[src/rtl/sat_addsub_pkg.sv]
package sat_addsub_pkg;
  typedef enum logic {OP_ADD = 1'b0, OP_SUB = 1'b1} op_e;
  typedef enum logic {MODE_WRAP = 1'b0, MODE_CLAMP = 1'b1} mode_e;
endpackage

[src/rtl/sat_addsub_bprep.sv]
// Conditions the second operand for the shared carry chain.
module sat_addsub_bprep #(
  parameter int WIDTH = 16
) (
  input  logic [WIDTH-1:0] b_in,
  input  sat_addsub_pkg::op_e op,
  output logic [WIDTH-1:0] b_eff,
  output logic             c_in
);
  always_comb begin
    b_eff = (op == sat_addsub_pkg::OP_SUB) ? ~b_in : b_in;
    c_in  = (op == sat_addsub_pkg::OP_SUB);
  end
endmodule

[src/rtl/sat_addsub_chain.sv]
// Bitwise ripple chain that exposes the carries around the top bit.
module sat_addsub_chain #(
  parameter int WIDTH = 16
) (
  input  logic [WIDTH-1:0] x,
  input  logic [WIDTH-1:0] y,
  input  logic             c_in,
  output logic [WIDTH-1:0] sum,
  output logic             c_top_in,
  output logic             c_top_out
);
  logic [WIDTH:0] cy;
  assign cy[0] = c_in;

  for (genvar i = 0; i < WIDTH; i++) begin : g_cell
    assign sum[i]  = x[i] ^ y[i] ^ cy[i];
    assign cy[i+1] = (x[i] & y[i]) | (cy[i] & (x[i] ^ y[i]));
  end

  assign c_top_in  = cy[WIDTH-1];
  assign c_top_out = cy[WIDTH];
endmodule

[src/rtl/sat_addsub_clamp.sv]
// Replaces the modular sum with an extreme code on signed overflow.
module sat_addsub_clamp #(
  parameter int WIDTH = 16
) (
  input  logic [WIDTH-1:0]    wrap_sum,
  input  logic                ovf,
  input  logic                a_msb,
  input  sat_addsub_pkg::mode_e mode,
  output logic [WIDTH-1:0]    res
);
  localparam logic [WIDTH-1:0] POS_LIMIT = {1'b0, {(WIDTH-1){1'b1}}};
  localparam logic [WIDTH-1:0] NEG_LIMIT = {1'b1, {(WIDTH-1){1'b0}}};

  always_comb begin
    if (mode == sat_addsub_pkg::MODE_CLAMP && ovf)
      res = a_msb ? NEG_LIMIT : POS_LIMIT;
    else
      res = wrap_sum;
  end
endmodule

[src/rtl/sat_addsub.sv]
module sat_addsub #(
  parameter int WIDTH = 16
) (
  input  logic [WIDTH-1:0] opnd_a,
  input  logic [WIDTH-1:0] opnd_b,
  input  logic             op_sub,
  input  logic             sat_en,
  output logic [WIDTH-1:0] res,
  output logic             cout,
  output logic             ovf
);
  import sat_addsub_pkg::*;

  op_e             op;
  mode_e           mode;
  logic [WIDTH-1:0] b_eff;
  logic             c_in;
  logic [WIDTH-1:0] wrap_sum;
  logic             c_top_in;
  logic             c_top_out;

  assign op   = op_e'(op_sub);
  assign mode = mode_e'(sat_en);

  sat_addsub_bprep #(.WIDTH(WIDTH)) u_bprep (
    .b_in(opnd_b), .op(op), .b_eff(b_eff), .c_in(c_in)
  );

  sat_addsub_chain #(.WIDTH(WIDTH)) u_chain (
    .x(opnd_a), .y(b_eff), .c_in(c_in),
    .sum(wrap_sum), .c_top_in(c_top_in), .c_top_out(c_top_out)
  );

  assign ovf  = c_top_in ^ c_top_out;
  assign cout = c_top_out;

  sat_addsub_clamp #(.WIDTH(WIDTH)) u_clamp (
    .wrap_sum(wrap_sum), .ovf(ovf), .a_msb(opnd_a[WIDTH-1]),
    .mode(mode), .res(res)
  );
endmodule

[config.mk]
export PLATFORM = sky130hd
export DESIGN_NAME = sat_addsub
export DESIGN_NICKNAME = d
export VERILOG_FILES = /design/src/rtl/sat_addsub_pkg.sv /design/src/rtl/sat_addsub_bprep.sv /design/src/rtl/sat_addsub_chain.sv /design/src/rtl/sat_addsub_clamp.sv /design/src/rtl/sat_addsub.sv
export SDC_FILE = /design/constraint.sdc
export NUM_CORES = 1
export LEC_CHECK = 0
export ABC_AREA = 1
export BUFFER_PORTS_ARGS = -buffer_cell sky130_fd_sc_hd__buf_2
export CAP_MARGIN = 40
export CORE_MARGIN = 4
export CORE_UTILIZATION = 48
export DETAILED_ROUTE_END_ITERATION = 10
export PLACE_DENSITY_LB_ADDON = 0.08
export SYNTH_ARGS = -nofsm -noshare
export SYNTH_HDL_FRONTEND = slang
export SYNTH_SLANG_ARGS = --single-unit
export TNS_END_PERCENT = 20
[constraint.sdc]
create_clock -name vclk -period 19.4
set_clock_uncertainty 0.15 [all_clocks]
set_input_delay 0.97 -clock vclk [all_inputs]
set_output_delay 0.97 -clock vclk [all_outputs]
set_load 0.02 [all_outputs]
==> flow_summary_export.csv, run 1 <==
group,metric,value,unit
run_status,status,"complete, no violations",
cells_and_area,fin_nets,204,
routing,wl,1.567,mm
floorplanning,fp.dieH,48.14,microns
cells_and_area,seq_cells,0,
yosys,synth_cell_type_count,14,
floorplanning,start_util,51.33,%
setup_path,endpoint_kind,"output pin",
yosys,yosysTopAreaCellShare,38.83,%
placement,post-place-ws,10470,ps
cells_and_area,utilization,67.28,%
floorplanning,core_area,0.001506,sq mm
timing,fin_crit_sh,45.93,%
min_path,hp-start,"opnd_a[15]",
cts,hold_buffers,0,
power_and_ir_drop,powerDensity,58.19,mW/mm^2
routing,drt-initial-drc-count,5,
power_and_ir_drop,power_frac_clock,0,%
timing,hold_viol_final,0,
grt,antenna_found_initial,0,
setup_path,start_kind,"input pin",
cells_and_area,layout-drive-gt1-share,36.60,%
routing,first_pass_iters,3,
setup_path,cpMostUsedCell,"fa_1",
yosys,yosysWarningCount,0,
timing,min_period,8911,ps
grt,track_usage,13.62,%
power_and_ir_drop,total_power,0.05897,mW
power_and_ir_drop,vdd_ir_drop_max,0.03319,mV
cells_and_area,seq_area,0,sq um
grt,grt_start_max_net_pins,17,
floorplanning,die-area,0.002317,sq mm
placement,gp_congestion,0.6304,
flow_run,drv_cap,0,
power_and_ir_drop,p_leak,0.6619,nW
yosys,synth-seq-area-share,0,%
setup_path,slowest_delay,430,ps
cts,cts.repair.resized,0,
timing,tightest_slew,435.2,ps
power_and_ir_drop,p_sw_share,62.40,%
power_and_ir_drop,p_int,0.02217,mW
routing,drc,0,
routing,viasPerCell,4.379,
placement,dp_hpwl,1.393,mm
yosys,syn_nets,154,
cts,cts_setup_buffers,0,
floorplanning,rows,14,
timing,max_slew_margin,70.99,%
yosys,synthXorXnorAreaFrac,18.12,%
yosys,synth_top_family_by_area,"adder cells",
setup_path,path_class,"in2out",
setup_path,critPathArrivalTime,7790,ps
floorplanning,die_w,48.14,microns
cells_and_area,fin_cells,169,
power_and_ir_drop,p_sw,0.03680,mW
timing,setup_slack,10490,ps
routing,antenna_left,0,
yosys,muxShareOfSynthArea,1.294,%
setup_path,cp_slowest_cell,"fa_1",
cells_and_area,fill_cells,154,
yosys,synth_fa_ha_area_share,38.83,%
yosys,syn-instance-count,105,
yosys,avgSynthCellArea,7.364,sq um
timing,tns,0,ps
timing,setup_viol,0,
grt,grt_pass1_vias,630,
routing,wire_per_inst,9.272,microns
placement,dp.cells,169,
cells_and_area,antenna_cells,0,
setup_path,crit_fanout,16,
yosys,netlist.top_cell.by_area,"fa_1",
yosys,synth-simple-area-share,22.49,%
yosys,synth.area.top_cells,"fa_1 39%, nand2_1 17%, inv_1 14%",
floorplanning,io_pins,52,
power_and_ir_drop,seqPwrFrac,0,%
routing,vias,740,
timing,max_freq,112.2,MHz
cells_and_area,area.growth.synth_to_final,31.07,%
placement,portBuffers,52,
setup_path,startpoint,"op_sub",
setup_path,required,18280,ps
power_and_ir_drop,combPwrFrac,100.0,%
setup_path,endpoint,"res[14]",
yosys,syn_area,773.2,sq um
timing,maxSlewViolCount,0,
timing,rsz0062_at_grt,"no",
yosys,synth_compound_area_share,0,%
min_path,worst_hold_path_type,"in2out",
cells_and_area,nClkBuffers,0,
grt,overflow,0,
grt,grt_pass1_wl,2.352,mm
[critical path: cells and delay by family]
family	cells	cell delay, ps
buffers and inverters	5	760
adders and majority gates	15	5310
xor gates and xnor gates	1	170
and+or+nand+nor	4	580
[how the worst min path moves through the flow]
stage	endpoint	cells past startpoint	slack, ps
3_3_place_gp	res[15]	4	2180
6_report	res[15]	4	2180
2_1_floorplan	res[15]	2	1980
4_1_cts	res[15]	4	2180
5_1_grt	res[15]	4	2200
3_5_place_dp	res[15]	4	2180
[per-stage QoR]
step / area, sq um / hold WS, ps
after floorplan: 773.2 / 1983
after global placement: 1013 / 2180
after detailed placement: 1013 / 2184
after CTS: 1013 / 2185
after global routing: 1013 / 2201
final: 1013 / 2185
[cell type report]
| type | instances | area [sq um] | area share (%) |
|---|---|---|---|
| Tap cell | 16 | 20.02 | 1.975 |
| Multi-Input combinational cell | 72 | 624.3 | 61.61 |
| Timing Repair Buffer | 52 | 260.3 | 25.68 |
| Inverter | 29 | 108.9 | 10.74 |
[cells in the final DEF (no fill, tap or decap)]
master   count
nand3_1      1
xnor2_1     12
nand2_1     36
inv_2        1
mux2i_1      1
fa_1        15
nand2_2      1
nand3_2      1
xor2_1       4
buf_2       52
inv_1       28
nand3_4      1
[cell usage after synthesis]
cell type / n
buf_4: 2
buf_6: 1
clkbuf_8: 1
fa_1: 15
inv_1: 28
inv_2: 1
mux2i_1: 1
nand2_1: 36
nand2_2: 1
nand3_1: 1
nand3_2: 1
nand3_4: 1
xnor2_1: 12
xor2_1: 4
[per-layer routing]
layer	part of all wire, %	global-route usage, %	up-vias
met5	0	0	-
met4	0	0	0
met3	10	1.476	0
met2	52	27.70	27
met1	38	15.98	331
li1	-	-	382
[power groups by stage]
stage | combinational, mW | sequential, mW | clock [mW]
detailed placement | 0.0600 | 0 | 0
floorplan | 0.0431 | 0 | 0
finish | 0.0590 | 0 | 0
global route | 0.0674 | 0 | 0
CTS | 0.0600 | 0 | 0
global placement | 0.0585 | 0 | 0
[cells by family (layout without fill, tap and decap cells)]
logic type / after synthesis / after routing
simple gates: 40 / 40
buf+inv: 33 / 81
xor+xnor: 16 / 16
fa+ha+maj: 15 / 15
mux: 1 / 1
(Power assumes the default switching activity.)
==> run 2: changes to the inputs <==
- ABC_AREA: 1 -> 0
- CORE_UTILIZATION: 48 -> 39
- clock period: 19.4 -> 7.51 ns (I/O delays scaled with it)
==> flow_summary_export.csv, run 2 <==
group,metric,value,unit
cts,hold_buffers,0,
power_and_ir_drop,vdd_ir_drop_max,0.1000,mV
yosys,synth_cell_type_count,17,
routing,drt-initial-drc-count,5,
setup_path,worst-path-buf-inv,6,
power_and_ir_drop,powerDensity,182.1,mW/mm^2
flow_run,drv_cap,0,
cells_and_area,multi_input_area,743.2,sq um
floorplanning,die_w,51.14,microns
floorplanning,die-area,0.002615,sq mm
placement,portBuffers,52,
cells_and_area,nClkBuffers,0,
setup_path,critPathArrivalTime,6750,ps
setup_path,required,6980,ps
timing,setup_viol,0,
timing,tns,0,ps
floorplanning,rows,15,
placement,gp_congestion,0.7236,
yosys,yosysWarningCount,0,
yosys,syn_nets,122,
power_and_ir_drop,total_power,0.2115,mW
yosys,syn_area,725.7,sq um
routing,wl,1.647,mm
grt,overflow,0,
setup_path,cp.depth,25,
timing,hold_viol_final,0,
routing,first_pass_iters,3,
cells_and_area,fill_cells,149,
placement,dp_hpwl,1.551,mm
floorplanning,start_util,41.58,%
placement,dp.cells,150,
routing,viasPerCell,4.424,
yosys,yosysTopAreaCellShare,41.38,%
min_path,holdPathStages,4,
cells_and_area,layout_common_cells,"52 x buf_2, 14 x inv_1, 13 x xnor2_1",
cells_and_area,mostFrequentLayoutCell,"buf_2",
routing,antenna_left,0,
setup_path,cp_slowest_cell,"fa_1",
run_status,status,"complete, no violations",
cells_and_area,seq_cells,0,
cells_and_area,layout-drive-gt1-share,67.46,%
yosys,synth-seq-area-share,0,%
cells_and_area,fin_cells,151,
grt,grt_pass1_vias,699,
cells_and_area,area.growth.synth_to_final,60.00,%
floorplanning,fp.dieH,51.14,microns
yosys,avgSynthCellArea,9.941,sq um
floorplanning,core_area,0.001745,sq mm
yosys,synth.area.top_cells,"fa_1 41%, xnor2_1 16%, a21oi_2 8.4%",
cells_and_area,antenna_cells,0,
grt,track_usage,13.62,%
setup_path,cp_top_family,"adder cells",
yosys,syn-instance-count,73,
timing,max_freq,137.4,MHz
cells_and_area,utilization,66.52,%
routing,drc,0,
power_and_ir_drop,p_leak,0.5396,nW
routing,vias,668,
timing,setup_slack,232.9,ps
yosys,netlist.top_cell.by_area,"fa_1",
grt,antenna_found_initial,0,
setup_path,crit_fanout,8,
setup_path,start_kind,"input pin",
grt,grt_start_max_net_pins,15,
setup_path,cpMostUsedCell,"fa_1",
timing,maxSlewViolCount,0,
timing,fin_crit_sh,96.90,%
timing,tightest_slew,264.3,ps
cells_and_area,seq_area,0,sq um
cells_and_area,fin_nets,177,
setup_path,slowest_delay,410,ps
setup_path,path_class,"in2out",
yosys,yosys-top-cells-count,"15 x fa_1, 15 x inv_1, 13 x xnor2_1, 7 x a21oi_1, 7 x a21oi_2",
timing,max_slew_margin,82.25,%
timing,min_period,7277,ps
floorplanning,io_pins,52,
grt,grt_pass1_wl,2.822,mm
setup_path,endpoint_kind,"output pin",
min_path,worst_hold_path_type,"in2out",
routing,wire_per_inst,10.91,microns
placement,post-place-ws,105.4,ps
run 2: metrics by stage:
stage	area, sq um	hold WS, ps
after floorplan	855.8	807.5
after global placement	1151	1047
after detailed placement	1151	1047
after CTS	1151	1047
after global routing	1161	1077
final	1161	1039
run 2: area by class of cell:
| cell class | instances | share of cell area [%] |
|---|---|---|
| inverters | 15 | 4.849 |
| multi-input cells | 53 | 64.01 |
| well taps | 25 | 2.694 |
| repair buffers | 58 | 28.45 |
run 2: path summary, 6_finish.rpt:
check / start / to / slack [ps]
max: op_sub / res[15] / 230
min: sat_en / res[13] / 1040
run 2: power by group:
group	total [mW]	switching, mW	internal, mW
Combinational	0.211	0.117	0.0943
Sequential	0	0	0
Clock	0	0	0
Total	0.211	0.117	0.0943
run 2: kinds of logic (layout without fill, tap and decap cells):
family	Yosys count	in the layout	synth area share [%]
muxes	1	1	1.379
and+or+nand+nor	4	4	4.483
adders and majority gates	15	15	41.38
xor gates and xnor gates	17	17	21.55
buffers and inverters	20	73	14.48
AOI/OAI and AO/OA	16	16	16.72
run 2: metal layers:
metal | vias up | track usage (%) | wire length [microns]
li1 | 325 | - | -
met1 | 315 | 16.03 | 615
met2 | 28 | 27.04 | 872
met3 | 0 | 2.041 | 159
met4 | 0 | 0 | 0
met5 | - | 0 | 0
run 2: repair_timing:
action                     in CTS  in global routing
setup buffers                   0                  1
hold endpoints to repair        0                  0
setup endpoints to repair       0                 16
gates resized for setup         0                  1
run 2: worst min-delay path, cell delays in order:
cell	delay, ps
buf_2	120
a21oi_1	100
nor2_4	60
buf_2	160
==> run 3: changes to the inputs <==
- SLEW_MARGIN: not set -> 5
- clock period: 7.51 -> 6.6 ns (I/O delays scaled with it)
==> flow_summary_export.csv, run 3 (same netlist as run 2, synthesis figures left out) <==
group,metric,value,unit
run_status,status,"finished with violations",
run_status,violations,"negative setup slack",
cells_and_area,mostFrequentLayoutCell,"buf_2",
cells_and_area,finalInstanceArea,0.001420,sq mm
timing,setup_slack,-315.6,ps
floorplanning,fp.dieH,51.14,microns
routing,first_pass_iters,1,
setup_path,endpoint_kind,"output pin",
routing,drt-initial-drc-count,0,
cells_and_area,fin_cells,156,
grt,antenna_found_initial,0,
cells_and_area,seq_cells,0,
routing,drc,0,
setup_path,path_class,"in2out",
timing,setup_viol,16,
routing,viasPerCell,4.494,
grt,track_usage,15.49,%
setup_path,critPathArrivalTime,6440,ps
power_and_ir_drop,powerDensity,222.1,mW/mm^2
setup_path,required,6120,ps
routing,routed.top_layer,"met3",
floorplanning,io_pins,52,
routing,m1WireLength,603,microns
power_and_ir_drop,p_leak,0.6279,nW
timing,rsz0062_at_grt,"yes",
placement,gp_congestion,0.8088,
power_and_ir_drop,p_int,0.1644,mW
timing,hold_viol_final,0,
cells_and_area,layout_common_cells,"33 x buf_2, 17 x buf_6, 15 x fa_2",
power_and_ir_drop,p_sw,0.1511,mW
placement,postPlaceCellArea,0.001257,sq mm
floorplanning,die-area,0.002615,sq mm
cells_and_area,fill_cells,117,
cells_and_area,utilization,81.36,%
floorplanning,rows,15,
flow_run,drv_cap,0,
floorplanning,die_w,51.14,microns
cells_and_area,seq_area,0,sq um
placement,dp.cells,155,
setup_path,start_kind,"input pin",
grt,grt_pass1_wl,3.146,mm
power_and_ir_drop,power_frac_clock,0,%
cells_and_area,nClkBuffers,0,
power_and_ir_drop,seqPwrFrac,0,%
timing,tightest_slew,260.6,ps
timing,max_freq,144.6,MHz
grt,overflow,0,
cts,hold_buffers,0,
cells_and_area,fin_nets,182,
cells_and_area,area.growth.synth_to_final,95.69,%
setup_path,crit_fanout,5,
timing,max_slew_margin,82.50,%
placement,dp_hpwl,1.735,mm
cts,cts_setup_buffers,0,
min_path,worst_hold_path_type,"in2out",
cells_and_area,multi_input_area,798.3,sq um
grt,grt_pass1_vias,784,
routing,wl_met3,114,microns
timing,min_period,6916,ps
timing,fin_crit_sh,104.8,%
routing,wl,2.017,mm
power_and_ir_drop,vdd_ir_drop_max,0.1744,mV
routing,wire_per_inst,12.93,microns
floorplanning,core_area,0.001745,sq mm
routing,met2_length,1.300,mm
routing,vias,701,
power_and_ir_drop,combPwrFrac,100.0,%
grt,grt_start_max_net_pins,11,
power_and_ir_drop,p_sw_share,47.89,%
placement,portBuffers,52,
cells_and_area,antenna_cells,0,
routing,antenna_left,0,
timing,maxSlewViolCount,0,
cells_and_area,layout-drive-gt1-share,77.86,%
floorplanning,start_util,41.58,%
==> run 3: area by class of cell <==
cell class         count  share of cell area (%)
inverters             15                   3.965
multi-input cells     53                   56.21
well taps             25                   2.203
repair buffers        63                   37.62
==> run 3: repair_timing <==
item,CTS,global route
pin swaps,2,1
gates cloned,0,1
resized for setup,16,27
endpoints found under the setup margin,16,17
==> run 3: through the flow <==
step | hold slack [ps] | worst slack [ps] | setup TNS (ps) | power [mW]
global placement | 979.6 | -264.1 | -3962 | 0.2557
global route | 967.0 | -479.3 | -7211 | 0.3374
CTS | 967.6 | -362.8 | -5500 | 0.2816
finish | 931.3 | -315.6 | -4610 | 0.3154
detailed placement | 984.8 | -380.5 | -5775 | 0.2624
floorplan | 700.4 | -455.0 | -6551 | 0.1917
==> run 3: power groups by stage <==
stage          clock network (mW)  registers, mW  logic [mW]
6_report                        0              0       0.315
4_1_cts                         0              0       0.282
2_1_floorplan                   0              0       0.192
3_5_place_dp                    0              0       0.262
3_3_place_gp                    0              0       0.256
5_1_grt                         0              0       0.337
==> run 3: worst max-delay path: stages <==
cell	delay, ps
buf_12	110
xnor2_4	130
fa_2	370
fa_2	360
fa_2	360
fa_2	360
fa_2	350
fa_2	350
fa_2	350
fa_2	350
fa_2	350
fa_2	340
fa_2	340
inv_2	60
fa_2	190
fa_2	190
inv_2	40
fa_2	390
inv_2	70
fa_2	260
xnor2_4	160
and3_4	290
clkbuf_16	170
a21oi_4	30
buf_6	130
==> run 3: worst paths after layout <==
check,from,to,cells after the start,slack [ps]
setup / recovery,op_sub,res[0],25,-320
hold / removal,opnd_b[0],res[0],4,930
==> run 3: routing by layer <==
layer	vias to the layer above	track usage, %
li1	335	-
met1	342	14.84
met2	24	35.62
met3	0	0.5831
met4	0	0.8969
met5	-	0
